### config.mk
export PLATFORM = sky130hd
export DESIGN_NAME = ordered_commit_unit
export DESIGN_NICKNAME = d
export VERILOG_FILES = /design/src/rtl/ocu_pkg.sv /design/src/rtl/ocu_slot.sv /design/src/rtl/ocu_ptr_ctrl.sv /design/src/rtl/ocu_retire_pick.sv /design/src/rtl/ordered_commit_unit.sv
export SDC_FILE = /design/constraint.sdc
export NUM_CORES = 1
export LEC_CHECK = 0
export BUFFER_PORTS_ARGS = -buffer_cell sky130_fd_sc_hd__buf_2
export CAP_MARGIN = 0
export CORE_MARGIN = 2
export CORE_UTILIZATION = 56
export CTS_BUF_LIST = sky130_fd_sc_hd__clkbuf_4 sky130_fd_sc_hd__clkbuf_8
export CTS_CLUSTER_SIZE = 28
export DETAILED_ROUTE_END_ITERATION = 16
export GPL_ROUTABILITY_DRIVEN = 0
export GPL_TIMING_DRIVEN = 0
export PLACE_DENSITY_LB_ADDON = 0.08
export SLEW_MARGIN = 20
export SYNTH_ARGS = -nofsm -noshare
export SYNTH_HDL_FRONTEND = slang
export SYNTH_SLANG_ARGS = --single-unit
### constraint.sdc
create_clock -name clk -period 9 [get_ports clk]
set_input_delay 0.9 -clock clk [delete_from_list [all_inputs] [get_ports clk]]
set_output_delay 0.9 -clock clk [all_outputs]
set_load 0.02 [all_outputs]
### src/rtl/ocu_pkg.sv
package ocu_pkg;
    parameter int unsigned DEST_W = 5;
    parameter int unsigned DATA_W = 32;

    typedef struct packed {
        logic              valid;
        logic              done;
        logic              fault;
        logic [DEST_W-1:0] dest;
        logic [DATA_W-1:0] data;
    } slot_t;
endpackage

### src/rtl/ocu_slot.sv
module ocu_slot
    import ocu_pkg::*;
#(
    parameter int unsigned IDX_W  = 3,
    parameter int unsigned MY_IDX = 0
) (
    input  logic              clk,
    input  logic              rst_n,
    input  logic              flush,
    input  logic              alloc_hit,
    input  logic [DEST_W-1:0] alloc_dest,
    input  logic              retire_hit,
    input  logic              c0_valid,
    input  logic [IDX_W-1:0]  c0_idx,
    input  logic [DATA_W-1:0] c0_data,
    input  logic              c0_fault,
    input  logic              c1_valid,
    input  logic [IDX_W-1:0]  c1_idx,
    input  logic [DATA_W-1:0] c1_data,
    input  logic              c1_fault,
    output slot_t             slot_o
);
    slot_t slot_d, slot_q;
    logic  c0_hit, c1_hit;

    always_comb begin
        slot_d = slot_q;
        c0_hit = c0_valid && (c0_idx == IDX_W'(MY_IDX)) && slot_q.valid;
        c1_hit = c1_valid && (c1_idx == IDX_W'(MY_IDX)) && slot_q.valid;
        if (c0_hit) begin
            slot_d.done  = 1'b1;
            slot_d.fault = c0_fault;
            slot_d.data  = c0_data;
        end
        if (c1_hit) begin
            slot_d.done  = 1'b1;
            slot_d.fault = c1_fault;
            slot_d.data  = c1_data;
        end
        if (alloc_hit) begin
            slot_d.valid = 1'b1;
            slot_d.done  = 1'b0;
            slot_d.fault = 1'b0;
            slot_d.dest  = alloc_dest;
        end
        if (retire_hit || flush) begin
            slot_d.valid = 1'b0;
            slot_d.done  = 1'b0;
            slot_d.fault = 1'b0;
        end
    end

    always_ff @(posedge clk) begin
        if (!rst_n) slot_q <= '0;
        else        slot_q <= slot_d;
    end

    assign slot_o = slot_q;

    // a slot only becomes done through a completion that hit it
    a_r4_done_needs_cpl: assert property (@(posedge clk) disable iff (!rst_n)
        $rose(slot_q.done) |-> $past(c0_hit || c1_hit));

    // allocation never overwrites a held slot
    a_r3_alloc_free_slot: assert property (@(posedge clk) disable iff (!rst_n)
        alloc_hit |-> !slot_q.valid);
endmodule

### src/rtl/ocu_ptr_ctrl.sv
module ocu_ptr_ctrl #(
    parameter  int unsigned DEPTH = 8,
    localparam int unsigned IDX_W = $clog2(DEPTH),
    localparam int unsigned CNT_W = $clog2(DEPTH + 1)
) (
    input  logic             clk,
    input  logic             rst_n,
    input  logic             alloc_fire,
    input  logic [1:0]       retire_cnt,
    input  logic             flush,
    output logic [IDX_W-1:0] head_o,
    output logic [IDX_W-1:0] head_nxt_o,
    output logic [IDX_W-1:0] tail_o,
    output logic [CNT_W-1:0] count_o
);
    typedef struct packed {
        logic [IDX_W-1:0] head;
        logic [IDX_W-1:0] tail;
        logic [CNT_W-1:0] count;
    } ptr_t;

    ptr_t ptr_d, ptr_q;

    function automatic logic [IDX_W-1:0] bump(input logic [IDX_W-1:0] p, input logic [1:0] n);
        logic [IDX_W+1:0] s;
        s = {2'b00, p} + {{IDX_W{1'b0}}, n};
        if (s >= (IDX_W+2)'(DEPTH)) s = s - (IDX_W+2)'(DEPTH);
        return s[IDX_W-1:0];
    endfunction

    always_comb begin
        ptr_d = ptr_q;
        if (flush) begin
            ptr_d = '0;
        end else begin
            ptr_d.head  = bump(ptr_q.head, retire_cnt);
            ptr_d.tail  = alloc_fire ? bump(ptr_q.tail, 2'd1) : ptr_q.tail;
            ptr_d.count = ptr_q.count - CNT_W'(retire_cnt) + CNT_W'(alloc_fire);
        end
    end

    always_ff @(posedge clk) begin
        if (!rst_n) ptr_q <= '0;
        else        ptr_q <= ptr_d;
    end

    assign head_o     = ptr_q.head;
    assign head_nxt_o = bump(ptr_q.head, 2'd1);
    assign tail_o     = ptr_q.tail;
    assign count_o    = ptr_q.count;

    // occupancy never passes the slot count
    a_r3_no_overflow: assert property (@(posedge clk) disable iff (!rst_n)
        ptr_q.count <= CNT_W'(DEPTH));

    // a flush leaves the buffer empty with both pointers at zero
    a_r9_flush_resets: assert property (@(posedge clk) disable iff (!rst_n)
        flush |=> (ptr_q.count == '0) && (ptr_q.head == '0) && (ptr_q.tail == '0));

    // an accepted allocation moves the tag on by one
    a_r2_tail_step: assert property (@(posedge clk) disable iff (!rst_n)
        (alloc_fire && !flush) |=> ptr_q.tail == bump($past(ptr_q.tail), 2'd1));

    // never more slots retire than are held
    a_r6_retire_bounded: assert property (@(posedge clk) disable iff (!rst_n)
        CNT_W'(retire_cnt) <= ptr_q.count);
endmodule

### src/rtl/ocu_retire_pick.sv
module ocu_retire_pick (
    input  logic old_valid,
    input  logic old_done,
    input  logic old_fault,
    input  logic nxt_valid,
    input  logic nxt_done,
    input  logic nxt_fault,
    output logic take0,
    output logic take1,
    output logic fault
);
    logic old_ready, nxt_ready;

    always_comb begin
        old_ready = old_valid && old_done;
        nxt_ready = nxt_valid && nxt_done && !nxt_fault;
        fault     = old_ready && old_fault;
        take0     = old_ready && !old_fault;
        take1     = take0 && nxt_ready;
    end
endmodule

### src/rtl/ordered_commit_unit.sv
module ordered_commit_unit
    import ocu_pkg::*;
#(
    parameter  int unsigned DEPTH = 8,
    localparam int unsigned IDX_W = $clog2(DEPTH),
    localparam int unsigned CNT_W = $clog2(DEPTH + 1)
) (
    input  logic              clk,
    input  logic              rst_n,
    input  logic              alloc_valid,
    input  logic [DEST_W-1:0] alloc_dest,
    output logic              alloc_ready,
    output logic [IDX_W-1:0]  alloc_idx,
    input  logic              cpl0_valid,
    input  logic [IDX_W-1:0]  cpl0_idx,
    input  logic [DATA_W-1:0] cpl0_data,
    input  logic              cpl0_fault,
    input  logic              cpl1_valid,
    input  logic [IDX_W-1:0]  cpl1_idx,
    input  logic [DATA_W-1:0] cpl1_data,
    input  logic              cpl1_fault,
    output logic              commit0_valid,
    output logic [DEST_W-1:0] commit0_dest,
    output logic [DATA_W-1:0] commit0_data,
    output logic              commit1_valid,
    output logic [DEST_W-1:0] commit1_dest,
    output logic [DATA_W-1:0] commit1_data,
    output logic              exc_valid,
    output logic [IDX_W-1:0]  exc_idx
);
    logic [IDX_W-1:0] head, head_nxt, tail;
    logic [CNT_W-1:0] count;
    logic             take0, take1, fault;
    logic             alloc_fire;
    logic [1:0]       retire_cnt;
    slot_t            slots [DEPTH];
    slot_t            oldest, second;

    assign oldest      = slots[head];
    assign second      = slots[head_nxt];
    assign alloc_ready = (count != CNT_W'(DEPTH)) && !fault;
    assign alloc_fire  = alloc_valid && alloc_ready;
    assign retire_cnt  = 2'(take0) + 2'(take1);

    ocu_ptr_ctrl #(.DEPTH(DEPTH)) u_ptr (
        .clk        (clk),
        .rst_n      (rst_n),
        .alloc_fire (alloc_fire),
        .retire_cnt (retire_cnt),
        .flush      (fault),
        .head_o     (head),
        .head_nxt_o (head_nxt),
        .tail_o     (tail),
        .count_o    (count)
    );

    ocu_retire_pick u_pick (
        .old_valid (oldest.valid),
        .old_done  (oldest.done),
        .old_fault (oldest.fault),
        .nxt_valid (second.valid),
        .nxt_done  (second.done),
        .nxt_fault (second.fault),
        .take0     (take0),
        .take1     (take1),
        .fault     (fault)
    );

    for (genvar g = 0; g < DEPTH; g++) begin : g_slot
        logic hit_alloc, hit_retire;
        assign hit_alloc  = alloc_fire && (tail == IDX_W'(g));
        assign hit_retire = (take0 && (head == IDX_W'(g))) ||
                            (take1 && (head_nxt == IDX_W'(g)));
        ocu_slot #(.IDX_W(IDX_W), .MY_IDX(g)) u_slot (
            .clk        (clk),
            .rst_n      (rst_n),
            .flush      (fault),
            .alloc_hit  (hit_alloc),
            .alloc_dest (alloc_dest),
            .retire_hit (hit_retire),
            .c0_valid   (cpl0_valid),
            .c0_idx     (cpl0_idx),
            .c0_data    (cpl0_data),
            .c0_fault   (cpl0_fault),
            .c1_valid   (cpl1_valid),
            .c1_idx     (cpl1_idx),
            .c1_data    (cpl1_data),
            .c1_fault   (cpl1_fault),
            .slot_o     (slots[g])
        );
    end

    assign alloc_idx     = tail;
    assign commit0_valid = take0;
    assign commit0_dest  = oldest.dest;
    assign commit0_data  = oldest.data;
    assign commit1_valid = take1;
    assign commit1_dest  = second.dest;
    assign commit1_data  = second.data;
    assign exc_valid     = fault;
    assign exc_idx       = head;

    // a faulting oldest slot blocks both register writes
    a_r8_fault_no_commit: assert property (@(posedge clk) disable iff (!rst_n)
        exc_valid |-> !commit0_valid && !commit1_valid);

    // the second write port only follows the first
    a_r6_pair_needs_first: assert property (@(posedge clk) disable iff (!rst_n)
        commit1_valid |-> commit0_valid);

    // the cycle after an exception is quiet
    a_r9_quiet_after_flush: assert property (@(posedge clk) disable iff (!rst_n)
        exc_valid |=> !commit0_valid && !exc_valid && alloc_ready);
endmodule

==> results.sh <==
export IMPL_rsz0062_at_grt="no"
export IMPL_ys_warnings_count=0
export IMPL_n_antenna_cell=0
export IMPL_antenna_left=0
export IMPL_cp_arrival_ns=5.01
export IMPL_worstSetupPathType="flip-flop to primary output"
export IMPL_skew_ns=0.02131
export IMPL_fin_area_um2=21810
export IMPL_ys_seq_area_share_pct=33.67
export IMPL_fill_cells=2958
export IMPL_cts_setup_buffers=0
export IMPL_worstSetupEndpointType="primary output"
export IMPL_cp_start_kind="flip-flop"
export IMPL_cts_tree="done"
export IMPL_die_width_um=191.2
export IMPL_holdWs_ns=0.4752
export IMPL_path_cells="buf_2, inv_1, clkbuf_1, ha_1, clkbuf_1, clkbuf_1, clkbuf_1, mux2_2, buf_2"
export IMPL_drive_above_1_share_pct=21.36
export IMPL_synth_ff_type="dfxtp_1"
export IMPL_vias_per_cell=6.689
export IMPL_dp_hpwl_um=47590
export IMPL_drc=0
export IMPL_core_um2=34540
export IMPL_required_ns=8.10
export IMPL_grt_start_max_net_pins=14
export IMPL_cts_resized=0
export IMPL_critPathBufInv=7
export IMPL_ir_drop_mv=0.1266
export IMPL_slew_headroom_pct=25.44
export IMPL_path_clk_slew_ns=0.06
export IMPL_finalNetCount=2225
export IMPL_syn_inst=1966
export IMPL_grt_pass1_wl_um=103500
export IMPL_root_buffer="clkbuf_8"
export IMPL_syn_area_per_cell_um2=9.980
export IMPL_die_area_um2=36550
export IMPL_synth_cell_types=57
export IMPL_drv_slew=0
export IMPL_vias=17480
export IMPL_cts_hold_buf=0
export IMPL_rows=68
export IMPL_slowest_stage="clkbuf_1"
export IMPL_clk_insertion_delay_late_ns=0.66
export IMPL_cts_buffers=57
export IMPL_hp_class="flip-flop to flip-flop"
export IMPL_critical_path_max_fanout=10
export IMPL_drt_iter0_drc=2002
export IMPL_grt_overflow_total=0
export IMPL_synth_edf_count=0
export IMPL_fin_tns_setup_ns=0
export IMPL_placed_cell_area_um2=20680
export IMPL_crit_family="buffers and inverters"
export IMPL_dr_pass1_iters=6
export IMPL_wirelength_um=69480
export IMPL_ios=166
export IMPL_cts_sinks=330
export IMPL_async_reset_ff_share_pct=0
export IMPL_area_growth_pct=11.18
export IMPL_leakage_nw=9.814
export IMPL_mostFrequentLayoutCells="dfxtp_1, mux2i_1, nor2_1"
export IMPL_final_common_cell="dfxtp_1"
export IMPL_setup_viol=0
export IMPL_fmax_mhz=169.2
export IMPL_period_share_pct=65.67
export IMPL_grt_total_usage_pct=37.76
export IMPL_h_tree_depth=2
export IMPL_cpPeakStageDelay_ns=0.88
export IMPL_cts_path_max_buffers=3
export IMPL_syn_nets=2068
export IMPL_ys_seq_elements=330
export IMPL_grt_pass1_vias=17320
export IMPL_dieHeight_um=191.2
export IMPL_synthesis_area_um2=19620
export IMPL_antenna_found_initial=2
export IMPL_port_buffer_count=98
export IMPL_wl_per_cell_um=26.59
export IMPL_finalHoldViolCount=0
export IMPL_power_density_nw_per_um2=150.6
export IMPL_crit_top_cell="clkbuf_1"
export IMPL_start_util_pct=56.80
export IMPL_status="completed"
export IMPL_max_cap_violations=0
export IMPL_layout_min_cycle_time_ns=5.910
export IMPL_tightest_slew_ns=1.118
## sequential cells by signal, summed over array words and instances (netlist names)
| name | count |
|---|---|
| u_ptr.count_o | 4 |
| u_ptr.head_o | 3 |
| g_slot.u_slot.slot_o | 320 |
| u_ptr.tail_o | 3 |
## tightest hold or removal path: stages (launching register included)
cell and delay (ns):
dfxtp_1 0.32, nand2_1 0.06, mux2i_1 0.05
## power breakdown
group,internal [W],switching [W],leakage (nW)
logic,0.000118,0.000210,6.54
registers,0.00150,0.0000294,2.66
clock network,0.000769,0.000661,0.610
total,0.00238,0.000901,9.81
## kinds of logic after synthesis
family,after synthesis,synth area share (%)
AOI/OAI and AO/OA,325,13.24
xor gates and xnor gates,5,0.2232
adders and majority gates,20,1.352
buffers and inverters,260,5.433
DFF,330,33.67
muxes,495,35.13
and+or+nand+nor,531,10.96
## area by class of cell
type                            count  area [um^2]  share of cell area (%)
Multi-Input combinational cell   1376        11950                   54.77
Timing Repair Buffer               98        490.5                   2.248
Tap cell                          455        569.3                   2.610
Sequential cell                   330         6606                   30.28
Clock buffer                       89         1106                   5.070
Inverter                           12        45.04                  0.2065
Buffer                            248         1023                   4.692
Clock inverter                      5        25.02                  0.1147
## cell usage after synthesis (5+ instances only)
cell type  instances  share of area, %
dfxtp_1          330                34
mux2i_1          305                16
nor2_1           283               5.4
a211oi_1         260               9.9
nand2_1          183               3.5
mux4_2           150                17
clkbuf_1         147               2.8
buf_2             52               1.3
buf_1             44              0.84
mux2_2            39               2.2
nand3_1           23              0.59
ha_1              18               1.1
inv_1             11              0.21
nor2b_1            9              0.29
nor3_1             9              0.23
a2111oi_2          8              0.61
a221o_1            6              0.31
nand4_1            6              0.19
and2_1             5              0.16
## routing by layer
| metal | GRT usage, % | wire length, um | vias up |
|---|---|---|---|
| met5 | 0 | 27 | - |
| met4 | 15.98 | 2874 | 4 |
| met3 | 10.52 | 7578 | 240 |
| met2 | 59.87 | 31780 | 1094 |
| met1 | 48.50 | 27220 | 8562 |
| li1 | - | - | 7578 |
## through the flow
step,instances,power (W),setup WS (ns),util (%)
6_report,2613,0.003285,3.090,63.15
5_1_grt,2613,0.003366,3.147,63.15
4_1_cts,2613,0.003269,3.307,63.15
3_5_place_dp,2519,0.001878,4.031,59.87
3_3_place_gp,2519,0.001870,4.054,59.87
2_1_floorplan,1966,0.001773,5.061,-
## path summary, 6_finish.rpt
kind                                             startpoint                     endpoint  slack [ns]  cells past startpoint
worst max register to register              u_ptr.head_o[2]             u_ptr.count_o[3]        4.92                     14
worst min-delay path            g_slot[7].u_slot.slot_o[35]  g_slot[7].u_slot.slot_o[35]        0.48                      2
worst min register to register  g_slot[7].u_slot.slot_o[35]  g_slot[7].u_slot.slot_o[35]        0.48                      2
worst max-delay path                        u_ptr.head_o[2]             commit1_data[18]        3.09                      9
No activity file was read; power rests on OpenSTA's default activity.
